--- src/rtl/pixmul_pkg.sv ---
package pixmul_pkg;
  // scale encoding: unsigned, SCALE_FRAC fractional bits
  localparam int SCALE_W    = 16;
  localparam int SCALE_FRAC = 15;
  localparam logic [SCALE_W-1:0] SCALE_ONE = 16'h8000;

  // register stages between acceptance and output
  localparam int PIPE_LAT = 3;

  typedef struct packed {
    logic eol;
    logic eof;
  } side_t;
endpackage

--- src/rtl/pixmul_ctrl.sv ---
module pixmul_ctrl
  import pixmul_pkg::*;
(
  input  logic  clk,
  input  logic  rst_n,
  input  logic  a_valid_i,
  input  logic  b_valid_i,
  input  side_t a_side_i,
  input  logic  out_ready_i,
  output logic  a_ready_o,
  output logic  b_ready_o,
  output logic  adv_o,
  output logic  rst_n_int_o,
  output logic  out_valid_o,
  output side_t out_side_o
);
  // reset synchronizer: asserts at once, releases after two edges
  logic [1:0] rsync_q;
  logic       rst_n_int;

  always_ff @(posedge clk or negedge rst_n) begin
    if (!rst_n) rsync_q <= '0;
    else        rsync_q <= {rsync_q[0], 1'b1};
  end
  assign rst_n_int   = rsync_q[1];
  assign rst_n_int_o = rst_n_int;

  logic [PIPE_LAT-1:0] vld_q, vld_d;
  side_t               side_q [PIPE_LAT];
  side_t               side_d [PIPE_LAT];
  logic                adv, fire;

  always_comb begin
    adv       = !vld_q[PIPE_LAT-1] || out_ready_i;
    fire      = a_valid_i && b_valid_i && adv && rst_n_int;
    a_ready_o = adv && b_valid_i && rst_n_int;
    b_ready_o = adv && a_valid_i && rst_n_int;
    vld_d     = {vld_q[PIPE_LAT-2:0], fire};
    side_d[0] = a_side_i;
    for (int k = 1; k < PIPE_LAT; k++) side_d[k] = side_q[k-1];
  end

  always_ff @(posedge clk or negedge rst_n_int) begin
    if (!rst_n_int) begin
      vld_q <= '0;
      for (int k = 0; k < PIPE_LAT; k++) side_q[k] <= '0;
    end else if (adv) begin
      vld_q <= vld_d;
      for (int k = 0; k < PIPE_LAT; k++) side_q[k] <= side_d[k];
    end
  end

  assign adv_o       = adv;
  assign out_valid_o = vld_q[PIPE_LAT-1];
  assign out_side_o  = side_q[PIPE_LAT-1];
endmodule

--- src/rtl/pixmul_comp.sv ---
module pixmul_comp
  import pixmul_pkg::*;
#(
  parameter int CW         = 8,
  parameter bit SIGNED_FMT = 1'b0,
  parameter bit SATURATE   = 1'b1
) (
  input  logic               clk,
  input  logic               rst_n,
  input  logic               en,
  input  logic [CW-1:0]      a_i,
  input  logic [CW-1:0]      b_i,
  input  logic [SCALE_W-1:0] scale_q_i,
  output logic [CW-1:0]      y_o
);
  localparam int EW = CW + 1;                 // operand with sign room
  localparam int PW = 2 * EW;                 // full product
  localparam int SW = PW + SCALE_W + 1;       // product times signed scale
  localparam int KW = SATURATE ? SW : CW;     // bits kept after rounding
  localparam logic signed [SW-1:0] ROUND = SW'(1) <<< (SCALE_FRAC - 1);

  logic signed [EW-1:0] a_ext, b_ext;
  logic signed [PW-1:0] prod_d, prod_q;
  logic signed [SW-1:0] scl_ext;
  logic signed [KW-1:0] keep_d, keep_q;
  logic        [CW-1:0] y_d;

  // stage 1: widen both operands, form the exact product
  always_comb begin
    a_ext  = SIGNED_FMT ? $signed({a_i[CW-1], a_i}) : $signed({1'b0, a_i});
    b_ext  = SIGNED_FMT ? $signed({b_i[CW-1], b_i}) : $signed({1'b0, b_i});
    prod_d = PW'(a_ext) * PW'(b_ext);
  end

  // stage 2: scale, add half an LSB, drop the fraction
  always_comb begin
    scl_ext = SW'($signed({1'b0, scale_q_i}));
    keep_d  = KW'(((SW'(prod_q) * scl_ext) + ROUND) >>> SCALE_FRAC);
  end

  // stage 3: overflow policy
  generate
    if (SATURATE) begin : g_clamp
      localparam logic signed [SW-1:0] HI = SIGNED_FMT ?
        SW'((64'sd1 <<< (CW - 1)) - 64'sd1) : SW'((64'sd1 <<< CW) - 64'sd1);
      localparam logic signed [SW-1:0] LO = SIGNED_FMT ?
        SW'(-(64'sd1 <<< (CW - 1))) : SW'(0);
      always_comb begin
        if (keep_q > HI)      y_d = HI[CW-1:0];
        else if (keep_q < LO) y_d = LO[CW-1:0];
        else                  y_d = keep_q[CW-1:0];
      end
    end else begin : g_wrap
      always_comb y_d = keep_q[CW-1:0];
    end
  endgenerate

  always_ff @(posedge clk or negedge rst_n) begin
    if (!rst_n) begin
      prod_q <= '0;
      keep_q <= '0;
      y_o    <= '0;
    end else if (en) begin
      prod_q <= prod_d;
      keep_q <= keep_d;
      y_o    <= y_d;
    end
  end
endmodule

--- src/rtl/pixmul_scaled.sv ---
module pixmul_scaled
  import pixmul_pkg::*;
#(
  parameter int LANES      = 1,
  parameter int CHANNELS   = 1,
  parameter bit SIGNED_FMT = 1'b0,
  parameter bit SATURATE   = 1'b1
) (
  input  logic                                            clk,
  input  logic                                            rst_n,
  input  logic [15:0]                                     scale_i,
  input  logic                                            a_valid_i,
  output logic                                            a_ready_o,
  input  logic [LANES*CHANNELS*(SIGNED_FMT ? 16 : 8)-1:0] a_data_i,
  input  logic                                            a_eol_i,
  input  logic                                            a_eof_i,
  input  logic                                            b_valid_i,
  output logic                                            b_ready_o,
  input  logic [LANES*CHANNELS*(SIGNED_FMT ? 16 : 8)-1:0] b_data_i,
  output logic                                            out_valid_o,
  input  logic                                            out_ready_i,
  output logic [LANES*CHANNELS*(SIGNED_FMT ? 16 : 8)-1:0] out_data_o,
  output logic                                            out_eol_o,
  output logic                                            out_eof_o
);
  localparam int CW    = SIGNED_FMT ? 16 : 8;
  localparam int NCOMP = LANES * CHANNELS;
  localparam int BW    = NCOMP * CW;

  side_t              a_side, out_side;
  logic               adv, rst_n_int;
  logic [SCALE_W-1:0] scale_cap, scale_q;

  assign a_side = '{eol: a_eol_i, eof: a_eof_i};

  // limit the scale to 1.0, register it alongside the stage-1 products
  always_comb scale_cap = (scale_i > SCALE_ONE) ? SCALE_ONE : scale_i;

  always_ff @(posedge clk or negedge rst_n_int) begin
    if (!rst_n_int)  scale_q <= '0;
    else if (adv)    scale_q <= scale_cap;
  end

  pixmul_ctrl u_ctrl (
    .clk         (clk),
    .rst_n       (rst_n),
    .a_valid_i   (a_valid_i),
    .b_valid_i   (b_valid_i),
    .a_side_i    (a_side),
    .out_ready_i (out_ready_i),
    .a_ready_o   (a_ready_o),
    .b_ready_o   (b_ready_o),
    .adv_o       (adv),
    .rst_n_int_o (rst_n_int),
    .out_valid_o (out_valid_o),
    .out_side_o  (out_side)
  );

  generate
    for (genvar i = 0; i < NCOMP; i++) begin : g_comp
      pixmul_comp #(
        .CW         (CW),
        .SIGNED_FMT (SIGNED_FMT),
        .SATURATE   (SATURATE)
      ) u_comp (
        .clk       (clk),
        .rst_n     (rst_n_int),
        .en        (adv),
        .a_i       (a_data_i[i*CW +: CW]),
        .b_i       (b_data_i[i*CW +: CW]),
        .scale_q_i (scale_q),
        .y_o       (out_data_o[i*CW +: CW])
      );
    end
  endgenerate

  assign out_eol_o = out_side.eol;
  assign out_eof_o = out_side.eof;

  logic unused_bw;
  assign unused_bw = (BW == 0);
endmodule

--- config.mk ---
export PLATFORM = sky130hd
export DESIGN_NAME = pixmul_scaled
export DESIGN_NICKNAME = d
export VERILOG_FILES = /design/src/rtl/pixmul_pkg.sv /design/src/rtl/pixmul_ctrl.sv /design/src/rtl/pixmul_comp.sv /design/src/rtl/pixmul_scaled.sv
export SDC_FILE = /design/constraint.sdc
export NUM_CORES = 1
export LEC_CHECK = 0
export BUFFER_PORTS_ARGS = -buffer_cell sky130_fd_sc_hd__buf_4
export CELL_PAD_IN_SITES_DETAIL_PLACEMENT = 1
export CELL_PAD_IN_SITES_GLOBAL_PLACEMENT = 2
export CORE_MARGIN = 2
export CORE_UTILIZATION = 44
export CTS_BUF_LIST = sky130_fd_sc_hd__clkbuf_8 sky130_fd_sc_hd__clkbuf_16
export CTS_CLUSTER_SIZE = 40
export DETAILED_ROUTE_END_ITERATION = 10
export PLACE_DENSITY_LB_ADDON = 0.1
export SYNTH_ARGS = -nofsm -noshare
export SYNTH_HDL_FRONTEND = slang
export SYNTH_SLANG_ARGS = --single-unit
--- constraint.sdc ---
create_clock -name clk -period 4.2 [get_ports clk]
set_input_delay 0.84 -clock clk [delete_from_list [all_inputs] [get_ports clk]]
set_output_delay 0.84 -clock clk [all_outputs]
set_load 0.01 [all_outputs]
==> impl_metrics.py <==
metrics = {
    "run_status": {
        "outcome": "finished with violations",
        "violations": "negative setup slack",
    },
    "synth": {
        "syn_nets": 1940,
        "postSynthAreaPerCell_um2": 8.85,
        "synth_seq_cells": 69,
        "synthDistinctLibCells": 78,
        "async_reset_ff_frac": 1.00,
        "yosys_most_used_dff": "dfrtp_1",
        "syn-instance-count": 1534,
        "synth_warnings": 0,
        "synthesis.area_um2": 13600,
        "ys_seq_area_frac": 0.127,
        "synth-edff-count": 0,
    },
    "setup_path": {
        "crit_type": "reg -> reg",
        "crit_chain": "buf_6, buf_6, and2_4, fa_1, inv_1, fa_1, inv_1, fa_1, fa_2, fa_1, inv_1, fa_1, inv_2, ha_4, a21oi_4, o21ai_4, or3_1, o211ai_1, or3b_4, and4bb_4, o2111ai_2, or4_1, a31oi_1",
        "worstPathRequired_ns": 4.48,
        "worstSetupStartpointType": "flip-flop",
        "reg2reg_from": "scale_q[6]$_DFFE_PN0N_",
        "cpMaxStageDelayCell": "fa_1",
        "endpoint_kind": "flip-flop",
        "crit_start": "scale_q[6]$_DFFE_PN0N_",
        "cp.arrival_ns": 6.87,
        "crit_buf_inv": 6,
        "cp_top_family": "adder cells",
        "timing.critical_path.mode_cell": "fa_1",
        "max_stage_delay_ns": 0.55,
        "cp_max_fo": 5,
    },
    "timing": {
        "fin_skew_ns": 0.00965,
        "period_needed_ns": 6.60,
        "setup_violations": 21,
        "hold_viol": 0,
        "timing.final.crit_share": 1.57,
        "grt_setup_unrepaired": "true",
        "max_freq_mhz": 152,
        "slew_viol_final": 0,
        "worstMarginPinSlew_ns": 0.816,
        "max-slew-margin-rel": 0.452,
        "layout_setup_ws_ns": -2.40,
    },
    "clock_tree": {
        "cts_tree": "done",
        "numCtsBuffers": 9,
        "cts_buffer_depth": 2,
        "ctsHoldBuffers": 0,
        "h-tree-depth": 3,
        "cts.sinks": 69,
        "cts-root-buf": "clkbuf_16",
        "clk_latency_ns": 0.36,
        "clk_pin_slew_ns": 0.08,
    },
    "floorplanning": {
        "rows": 64,
        "die_area_um2": 32300,
        "die_x_um": 180,
        "coreArea_um2": 30500,
        "io_pins": 52,
        "start_util": 0.445,
        "die_y_um": 180,
    },
    "route": {
        "wl_um": 42400,
        "ant_nets": 0,
        "vias": 11500,
        "vias_per_cell": 5.28,
        "routedWlPerCell_um": 19.4,
        "drt_iter0_drc": 472,
        "drcViolationCount": 0,
        "drtPass1Iterations": 5,
    },
    "grt": {
        "grt_max_degree": 44,
        "grt_pass1_vias": 13000,
        "grt.total_usage": 0.268,
        "antenna_found_initial": 0,
        "grt_pass1_wl_um": 69300,
        "grt_remaining_overflow": 0,
    },
    "layout": {
        "area_delta_synth_final_pct": 28.7,
        "drive_above_1_share": 0.293,
        "final_nets": 2192,
        "filler_cell_count": 3493,
        "mostFrequentLayoutCells": "273 x buf_4, 261 x inv_1, 249 x nand2_1",
        "layout_commonest_cell": "buf_4",
        "layoutNonFillerInstCount": 2187,
        "diodes": 0,
    },
    "placed_design": {
        "globalplace.congestion": 0.882,
        "placed_cells": 2122,
        "dp_hpwl_um": 34400,
        "io_buffer_count": 51,
    },
    "worst_hold_path": {
        "hold_path.class": "in -> async",
    },
    "job": {
        "maxCapViolations": 0,
    },
}
## worst register-to-register path, cell delays in order, from the launching register on
cell	delay (ns)
dfrtp_2	0.48
buf_6	0.17
buf_6	0.12
and2_4	0.15
fa_1	0.47
inv_1	0.05
fa_1	0.50
inv_1	0.05
fa_1	0.48
fa_2	0.52
fa_1	0.55
inv_1	0.05
fa_1	0.53
inv_2	0.06
ha_4	0.30
a21oi_4	0.07
o21ai_4	0.16
or3_1	0.15
o211ai_1	0.13
or3b_4	0.43
and4bb_4	0.37
o2111ai_2	0.14
or4_1	0.42
a31oi_1	0.17
## logic make-up after synthesis
family / count (synthesis) / synth area share
adder cells (fa/ha/maj): 367 / 0.465
buffers and inverters: 345 / 0.0965
multiplexers: 4 / 0.00322
AO/OA/AOI/OAI: 185 / 0.0947
AND/OR/NAND/NOR: 537 / 0.196
other: 1 / 0.000276
XOR/XNOR: 26 / 0.0173
flip-flops: 69 / 0.127
## state kept, by name (all words and copies together), names as in the netlist
| name | count |
|---|---|
| g_comp.u_comp.keep_q | 18 |
| g_comp.u_comp.prod_q | 16 |
| scale_q | 16 |
| g_comp.u_comp.y_o | 8 |
| u_ctrl.side_d | 4 |
| u_ctrl.vld_q | 3 |
| u_ctrl.out_side_o | 2 |
| u_ctrl.rsync_q | 2 |
## final timing paths
| path | endpoint | slack (ns) | depth (start not counted) |
|---|---|---|---|
| hold reg to reg | u_ctrl.side_d[2]$_DFFE_PN0N_ | 0.33 | 0 |
| max in group asynchronous | g_comp[0].u_comp.prod_q[7]$_DFFE_PN0N_ | 2.70 | 1 |
| hold / removal | u_ctrl.rsync_q[0]$_DFF_PN0_ | 0.24 | 1 |
| min in group clk | u_ctrl.rsync_q[1]$_DFF_PN0_ | 0.37 | 0 |
| setup / recovery | g_comp[0].u_comp.keep_q[12]$_DFFE_PN0N_ | -2.40 | 23 |
| setup reg to reg | g_comp[0].u_comp.keep_q[12]$_DFFE_PN0N_ | -2.40 | 23 |
## timing repair
| item | in CTS | in global routing |
|---|---|---|
| hold endpoints to repair | 0 | 0 |
| gates cloned | 0 | 0 |
| pin swaps | 92 | 37 |
| setup endpoints to repair | 25 | 25 |
| setup buffers | 40 | 11 |
| resized for setup | 131 | 65 |
## layer usage
metal | GRT usage | routed length (µm) | up-vias
li1 | - | - | 5334
met1 | 0.374 | 19300 | 5991
met2 | 0.458 | 21100 | 174
met3 | 0.0223 | 1080 | 50
met4 | 0.0598 | 975 | 0
met5 | 0 | 0 | -
## stage by stage
stage	utilization	setup TNS [ns]	hold slack, ns	instance area [µm²]	setup slack [ns]
after global placement	0.526	-43.41	0.316	16000	-2.47
after floorplan	-	-31.17	0.331	14100	-1.99
after global routing	0.573	-44.16	0.236	17500	-2.65
after detailed placement	0.526	-46.13	0.328	16000	-2.50
final	0.573	-39.78	0.243	17500	-2.40
after CTS	0.562	-39.09	0.237	17100	-2.34
## cell usage after synthesis, types with 9 or more instances
| library cell | count | area (µm²) |
|---|---|---|
| fa_1 | 229 | 4580 |
| dfrtp_1 | 69 | 1730 |
| nand4_1 | 9 | 56.3 |
| clkbuf_1 | 52 | 195 |
| xor2_1 | 9 | 78.8 |
| nand3_1 | 14 | 70.1 |
| inv_1 | 286 | 1070 |
| o21ai_0 | 34 | 170 |
| nor2_1 | 30 | 113 |
| nor3_1 | 12 | 60.1 |
| or3_1 | 10 | 62.6 |
| ha_1 | 138 | 1730 |
| and2_1 | 150 | 938 |
| xnor2_1 | 16 | 140 |
| a22o_1 | 15 | 131 |
| a21oi_1 | 39 | 195 |
| and3_1 | 9 | 56.3 |
| nand2_1 | 263 | 987 |
| o21ai_1 | 10 | 50.1 |
## final cells by class
type	instances	area (µm²)	share of cell area
Clock buffer	9	225	0.0129
Clock inverter	7	73.8	0.00422
Inverter	287	1080	0.0616
Multi-Input combinational cell	1120	11500	0.657
Sequential cell	69	1750	0.0999
Tap cell	396	495	0.0283
Timing Repair Buffer	299	2370	0.136
Power is left out: the tool's default activity adds up to more than one toggle a clock period on the data nets, which glitch-free logic cannot reach.
